**src/rtl/rdm_pkg.sv**
```systemverilog
package rdm_pkg;
  localparam int MODE_W = 2;

  typedef enum logic [MODE_W-1:0] {
    LANE_ALL  = 2'b00,
    LANE_LOW  = 2'b01,
    LANE_TOP  = 2'b10,
    LANE_RSVD = 2'b11
  } lane_mode_e;
endpackage

```
**src/rtl/rdm_port_match.sv**
```systemverilog
module rdm_port_match #(
  parameter int          ADDR_W = 16,
  parameter int          NUM_PORTS = 2,
  parameter logic [ADDR_W*NUM_PORTS-1:0] PORT_LIST = {16'h0377, 16'h03F7}
) (
  input  logic [ADDR_W-1:0] addr,
  output logic              shared_hit
);
  logic [NUM_PORTS-1:0] port_eq;

  for (genvar p = 0; p < NUM_PORTS; p++) begin : g_port
    assign port_eq[p] = (addr == PORT_LIST[p*ADDR_W +: ADDR_W]);
  end

  assign shared_hit = |port_eq;
endmodule

```
**src/rtl/rdm_index_regs.sv**
```systemverilog
module rdm_index_regs
  import rdm_pkg::*;
#(
  parameter int          ADDR_W    = 16,
  parameter int          DATA_W    = 8,
  parameter int          NUM_WIN   = 4,
  parameter logic [ADDR_W-1:0] IDX_ADDR  = 16'h0310,
  parameter logic [ADDR_W-1:0] DAT_ADDR  = 16'h0311,
  parameter logic [DATA_W-1:0] MASK_BASE = 8'h40
) (
  input  logic                     clk,
  input  logic                     rst_n,
  input  logic [ADDR_W-1:0]        host_addr,
  input  logic                     host_ior,
  input  logic                     host_iow,
  input  logic [DATA_W-1:0]        host_wdata,
  output logic [DATA_W-1:0]        host_rdata,
  output logic                     reg_rd_hit,
  output logic [NUM_WIN*MODE_W-1:0] mode_flat
);
  localparam int PAD_W = DATA_W - MODE_W;

  logic [DATA_W-1:0] index_q;
  logic [DATA_W-1:0] offset;
  logic              idx_sel, dat_sel, in_range;
  logic              dat_wr, idx_wr;
  logic [NUM_WIN-1:0] slot_hit;
  logic [MODE_W-1:0]  sel_mode;
  logic               unused_wdata_hi;

  assign idx_sel  = (host_addr == IDX_ADDR);
  assign dat_sel  = (host_addr == DAT_ADDR);
  assign idx_wr   = host_iow && idx_sel;
  assign dat_wr   = host_iow && dat_sel;
  assign offset   = index_q - MASK_BASE;
  assign in_range = (index_q >= MASK_BASE) && (offset < DATA_W'(NUM_WIN));
  assign unused_wdata_hi = ^host_wdata[DATA_W-1:MODE_W];

  always_ff @(posedge clk or negedge rst_n) begin
    if (!rst_n)      index_q <= '0;
    else if (idx_wr) index_q <= host_wdata;
  end

  for (genvar w = 0; w < NUM_WIN; w++) begin : g_win
    logic [MODE_W-1:0] mode_q;
    assign slot_hit[w] = in_range && (offset == DATA_W'(w));
    always_ff @(posedge clk or negedge rst_n) begin
      if (!rst_n)                      mode_q <= LANE_ALL;
      else if (dat_wr && slot_hit[w])  mode_q <= host_wdata[MODE_W-1:0];
    end
    assign mode_flat[w*MODE_W +: MODE_W] = mode_q;
  end

  always_comb begin
    sel_mode = '0;
    for (int w = 0; w < NUM_WIN; w++) begin
      if (slot_hit[w]) sel_mode = mode_flat[w*MODE_W +: MODE_W];
    end
  end

  always_comb begin
    host_rdata = '0;
    if (host_ior && idx_sel)      host_rdata = index_q;
    else if (host_ior && dat_sel) host_rdata = {{PAD_W{1'b0}}, sel_mode};
  end

  assign reg_rd_hit = host_ior && (idx_sel || dat_sel);

  AST_INDEX_LOAD: assert property (@(posedge clk) disable iff (!rst_n)
    idx_wr |=> index_q == $past(host_wdata));
  AST_MODE_HOLD: assert property (@(posedge clk) disable iff (!rst_n)
    !dat_wr |=> $stable(mode_flat));
  AST_RANGE_GUARD: assert property (@(posedge clk) disable iff (!rst_n)
    (dat_wr && !in_range) |=> $stable(mode_flat));
  AST_SLOT_ONEHOT: assert property (@(posedge clk) disable iff (!rst_n)
    $onehot0(slot_hit));
endmodule

```
**src/rtl/rdm_lane_mask.sv**
```systemverilog
module rdm_lane_mask
  import rdm_pkg::*;
#(
  parameter int DATA_W  = 8,
  parameter int NUM_WIN = 4,
  parameter int WIN_W   = (NUM_WIN > 1) ? $clog2(NUM_WIN) : 1
) (
  input  logic                      clk,
  input  logic                      rst_n,
  input  logic                      host_ior,
  input  logic                      win_hit,
  input  logic                      win_is_io,
  input  logic [WIN_W-1:0]          win_num,
  input  logic                      shared_hit,
  input  logic [NUM_WIN*MODE_W-1:0] mode_flat,
  output logic [DATA_W-1:0]         data_oe
);
  localparam logic [DATA_W-1:0] ALL_ON  = '1;
  localparam logic [DATA_W-1:0] TOP_ON  = {1'b1, {(DATA_W-1){1'b0}}};
  localparam logic [DATA_W-1:0] LOW_ON  = ~TOP_ON;

  lane_mode_e         cur_mode;
  logic               rd_active;
  logic [DATA_W-1:0]  lane_sel;

  always_comb begin
    cur_mode = LANE_ALL;
    for (int w = 0; w < NUM_WIN; w++) begin
      if (win_num == WIN_W'(w)) cur_mode = lane_mode_e'(mode_flat[w*MODE_W +: MODE_W]);
    end
  end

  always_comb begin
    unique case (cur_mode)
      LANE_LOW: lane_sel = LOW_ON;
      LANE_TOP: lane_sel = TOP_ON;
      default:  lane_sel = ALL_ON;
    endcase
  end

  assign rd_active = host_ior && win_hit;

  always_comb begin
    if (!rd_active)                    data_oe = '0;
    else if (win_is_io && shared_hit)  data_oe = lane_sel;
    else                               data_oe = ALL_ON;
  end

  AST_IDLE_NO_DRIVE: assert property (@(posedge clk) disable iff (!rst_n)
    !(host_ior && win_hit) |-> data_oe == '0);
  AST_MEM_FULL: assert property (@(posedge clk) disable iff (!rst_n)
    (host_ior && win_hit && !win_is_io) |-> data_oe == ALL_ON);
  AST_OFFPORT_FULL: assert property (@(posedge clk) disable iff (!rst_n)
    (host_ior && win_hit && !shared_hit) |-> data_oe == ALL_ON);
  AST_LANE_SHAPE: assert property (@(posedge clk) disable iff (!rst_n)
    (host_ior && win_hit) |-> (data_oe == ALL_ON || data_oe == LOW_ON || data_oe == TOP_ON));
  AST_FALL_SAME_CYCLE: assert property (@(posedge clk) disable iff (!rst_n)
    $fell(host_ior) |-> data_oe == '0);
endmodule

```
**src/rtl/rdmask_ctrl.sv**
```systemverilog
module rdmask_ctrl
  import rdm_pkg::*;
#(
  parameter int          ADDR_W    = 16,
  parameter int          DATA_W    = 8,
  parameter int          NUM_WIN   = 4,
  parameter logic [ADDR_W-1:0] IDX_ADDR  = 16'h0310,
  parameter logic [ADDR_W-1:0] DAT_ADDR  = 16'h0311,
  parameter logic [DATA_W-1:0] MASK_BASE = 8'h40,
  parameter logic [ADDR_W-1:0] SHARED_A  = 16'h03F7,
  parameter logic [ADDR_W-1:0] SHARED_B  = 16'h0377,
  localparam int WIN_W = (NUM_WIN > 1) ? $clog2(NUM_WIN) : 1
) (
  input  logic              clk,
  input  logic              rst_n,
  input  logic [ADDR_W-1:0] host_addr,
  input  logic              host_ior,
  input  logic              host_iow,
  input  logic [DATA_W-1:0] host_wdata,
  output logic [DATA_W-1:0] host_rdata,
  output logic              reg_rd_hit,
  input  logic              win_hit,
  input  logic              win_is_io,
  input  logic [WIN_W-1:0]  win_num,
  output logic [DATA_W-1:0] data_oe
);
  logic [NUM_WIN*MODE_W-1:0] mode_flat;
  logic                      shared_hit;

  rdm_index_regs #(
    .ADDR_W(ADDR_W), .DATA_W(DATA_W), .NUM_WIN(NUM_WIN),
    .IDX_ADDR(IDX_ADDR), .DAT_ADDR(DAT_ADDR), .MASK_BASE(MASK_BASE)
  ) u_regs (
    .clk(clk), .rst_n(rst_n), .host_addr(host_addr),
    .host_ior(host_ior), .host_iow(host_iow), .host_wdata(host_wdata),
    .host_rdata(host_rdata), .reg_rd_hit(reg_rd_hit), .mode_flat(mode_flat)
  );

  rdm_port_match #(
    .ADDR_W(ADDR_W), .NUM_PORTS(2), .PORT_LIST({SHARED_B, SHARED_A})
  ) u_match (
    .addr(host_addr), .shared_hit(shared_hit)
  );

  rdm_lane_mask #(
    .DATA_W(DATA_W), .NUM_WIN(NUM_WIN), .WIN_W(WIN_W)
  ) u_lane (
    .clk(clk), .rst_n(rst_n), .host_ior(host_ior), .win_hit(win_hit),
    .win_is_io(win_is_io), .win_num(win_num), .shared_hit(shared_hit),
    .mode_flat(mode_flat), .data_oe(data_oe)
  );

  AST_ONE_STROBE: assert property (@(posedge clk) disable iff (!rst_n)
    !(host_ior && host_iow));
endmodule

```
**config.mk**
```make
export PLATFORM = sky130hd
export DESIGN_NAME = rdmask_ctrl
export DESIGN_NICKNAME = d
export VERILOG_FILES = /design/src/rtl/rdm_pkg.sv /design/src/rtl/rdm_port_match.sv /design/src/rtl/rdm_index_regs.sv /design/src/rtl/rdm_lane_mask.sv /design/src/rtl/rdmask_ctrl.sv
export SDC_FILE = /design/constraint.sdc
export NUM_CORES = 1
export LEC_CHECK = 0
export ABC_AREA = 1
export BUFFER_PORTS_ARGS = -buffer_cell sky130_fd_sc_hd__buf_2
export CAP_MARGIN = 20
export CORE_UTILIZATION = 40
export DETAILED_ROUTE_END_ITERATION = 10
export PLACE_DENSITY = 0.68
export SLEW_MARGIN = 20
export SYNTH_ARGS = -nofsm -noshare
export SYNTH_HDL_FRONTEND = slang
export SYNTH_SLANG_ARGS = --single-unit
```
**constraint.sdc**
```tcl
create_clock -name clk -period 3.8 [get_ports clk]
set_input_delay 0.76 -clock clk [delete_from_list [all_inputs] [get_ports clk]]
set_output_delay 0.76 -clock clk [all_outputs]
set_load 0.02 [all_outputs]
```
==> run_results.csv <==
group,metric,value,unit
run_status,status,"finished, violations left",
run_status,failed_checks,"DRC",
clock_network,post_cts_buffers,0,
synthesis,synth_adder_area_share,0,
grt,antenna_found_initial,0,
synthesis,synth_area_per_cell,6.43,um^2
synthesis,synth_compound_area_frac,0.0655,
finish,nets,267,
sta,finalMaxSlewViolations,0,
synthesis,muxShareOfSynthArea,0,
setup_path,cp.arrival,1.89,ns
sta,fmax,0.377,GHz
power_and_ir_drop,pwr_density_cell,226,nW/um^2
finish,antenna_cells,0,
synthesis,ys_ff_latch,16,
setup_path,worstPathMaxFanout,8,
power_and_ir_drop,vdd_ir_drop_max,0.200,mV
sta,skew,0.00409,ns
grt,track_usage,0.174,
placement,hpwlAfterDp,2.11,mm
setup_path,reg2regPathDepth,7,
detailed_routing,first_pass_iters,7,
synthesis,synth_seq_area_share,0.328,
power_and_ir_drop,switching_share,0.253,
setup_path,path_buf_inv,3,
setup_path,cpPeakStageDelay,0.24,ns
detailed_routing,drc_errors,8,
floorplan,die_y,57.3,um
setup_path,crit_type,"primary input to output port",
synthesis,synth_top_family_by_area,"simple AND/OR/NAND/NOR gates",
setup_path,crit_required,3.04,ns
grt,grt_pass1_wl,4.43,mm
power_and_ir_drop,p_switching,84.1,uW
grt,grt_pass1_vias,1096,
sta,rsz0062_at_grt,"false",
power_and_ir_drop,clkPwrFrac,0.345,
synthesis,syn_area,1220,um^2
grt,grt-ovfl-total,0,
finish,stdcell_area,1470,um^2
floorplan,dieArea,3280,um^2
synthesis,yosys_warnings,0,
power_and_ir_drop,leakagePower,0.869,nW
sta,tightest_slew,0.400,ns
detailed_routing,routed_wl,2.64,mm
setup_path,r2r_slack,2.37,ns
finish,drive_above_1_share,0.303,
detailed_routing,ant_nets,0,
grt,grt_max_degree,17,
setup_path,crit_chain,"buf_2 > nor2_1 > nand2_1 > nor2_1 > nand3_1 > inv_1 > nand2_1 > nand2_1 > buf_2",
clock_network,cts_tree,"done",
setup_path,worst_r2r_endpoint,"u_regs.g_win[1].mode_q[1]",
floorplan,core_area,2830,um^2
clock_network,path_clk_slew,0.10,ns
clock_network,clkLatencyLatePin,0.29,ns
synthesis,synthDistinctLibCells,16,
placement,routabilityCongestion,0.809,
clock_network,htree_levels,1,
clock_network,cts.repair.resized,0,
finish,area_growth,20.3,%
setup_path,cp_top_family,"simple AND/OR/NAND/NOR gates",
setup_path,reg2reg_from,"u_regs.index_q[5]",
clock_network,clockBufferDepth,2,
detailed_routing,via_count,1226,
placement,place_area,1430,um^2
synthesis,synthSimpleGateAreaFrac,0.450,
setup_path,cp-start-kind,"primary input",
synthesis,synth_nets,222,
power_and_ir_drop,internal-power,248,uW
run,max_cap_violations,0,
detailed_routing,viasPerCell,4.63,
sta,period_minus_slack,2.65,ns
synthesis,synthCells,190,
finish,mostFrequentLayoutCell,"nand2_1",
placement,io_buffers,48,
setup_path,path_common_cell,"nand2_1",
floorplan,start_util,0.432,
clock_network,cts_sinks,16,
clock_network,cts-buffers-inserted,3,
setup_path,cp_slowest_cell,"nand3_1",
sta,max-slew-margin-rel,0.733,
floorplan,die_x,57.3,um
synthesis,synth-xor-area-share,0,
sta,finalSetupViolations,0,
hold_path,hp-class,"primary input to async pin",
sta,finalHoldViolCount,0,
floorplan,rows,19,
clock_network,hold_buffers,0,
floorplan,ioPinCount,49,
sta,timing.hold.ws,0.357,ns
detailed_routing,wl_per_cell,9.97,um
sta,fin_crit_sh,0.699,
finish,final_cell_mix,"56 x nand2_1, 48 x buf_2, 33 x inv_1",
power_and_ir_drop,seqPwrFrac,0.513,
setup_path,endpoint_kind,"output port",
detailed_routing,drtIter0Drc,71,
power_and_ir_drop,comb_power_share,0.142,
sta,finalSetupTns,0,ns
clock_network,cts_root_buffer,"clkbuf_4",
[sequential cells by signal (all words and copies together), names as in the netlist]
| signal | count |
|---|---|
| u_regs.g_win.mode_q | 8 |
| u_regs.index_q | 8 |
[metrics by stage]
stage / std cells / worst slack, ns / util / power (mW)
CTS: 265 / 1.15 / 0.520 / 0.338
floorplan: 190 / 1.32 / - / 0.197
finish: 265 / 1.15 / 0.520 / 0.332
global route: 265 / 0.988 / 0.520 / 0.350
global placement: 261 / 1.18 / 0.507 / 0.221
detailed placement: 261 / 1.16 / 0.507 / 0.221
[worst max path at each step]
stage	from	end	slack (ns)	depth (start not counted)
finish	host_addr[2]	host_rdata[0]	1.15	9
global route	host_addr[2]	host_rdata[0]	0.99	9
CTS	host_addr[7]	host_rdata[0]	1.15	9
detailed placement	host_addr[2]	host_rdata[0]	1.16	9
global placement	host_addr[2]	host_rdata[0]	1.18	9
floorplan	host_addr[15]	data_oe[1]	1.32	9
[logic make-up after synthesis]
group,count (synthesis)
flops,16
buf+inv,41
simple gates,123
compound gates,10
[final cells by class]
type	count	area (um^2)
inverter	33	124
timing repair buffer	48	240
multi-input combinational	133	631
tap	31	38.8
clock buffer	4	36.3
fill	301	1360
sequential	16	400
[Yosys cell counts]
cell	instances	area share
nor2_4	2	0.018
nor2_2	4	0.020
nand3b_1	2	0.012
nand3_1	23	0.094
nand2_1	56	0.17
buf_6	2	0.018
nand2_2	3	0.015
nor2_1	28	0.086
nand4_1	3	0.015
buf_4	6	0.037
o21ai_2	8	0.057
o21ai_0	2	0.0082
and3b_2	1	0.0082
inv_1	33	0.10
nand3_2	1	0.0082
dfrtp_1	16	0.33
[layer usage]
metal	global-route usage	routed length, um	up-vias
met2	0.296	1170	43
met4	0.0627	32	0
met5	0	0	-
met1	0.228	1270	518
met3	0.0204	176	3
li1	-	-	662
[worst register-to-register path, stage by stage, from the launching register on]
cell     delay (ns)
dfrtp_1        0.39
inv_1          0.07
nand2_1        0.09
nor2_1         0.32
and3b_2        0.28
nand2_2        0.06
nand2_1        0.07
nand2_1        0.04
[power groups by stage]
| stage | logic (mW) | registers (mW) | clock network [mW] |
|---|---|---|---|
| after global placement | 0.0473 | 0.174 | 0 |
| after global routing | 0.0536 | 0.170 | 0.126 |
| after floorplan | 0.0237 | 0.174 | 0 |
| after CTS | 0.0477 | 0.170 | 0.120 |
| after detailed placement | 0.0476 | 0.174 | 0 |
| final | 0.0472 | 0.170 | 0.115 |
No activity file was read; power rests on OpenSTA's default activity.
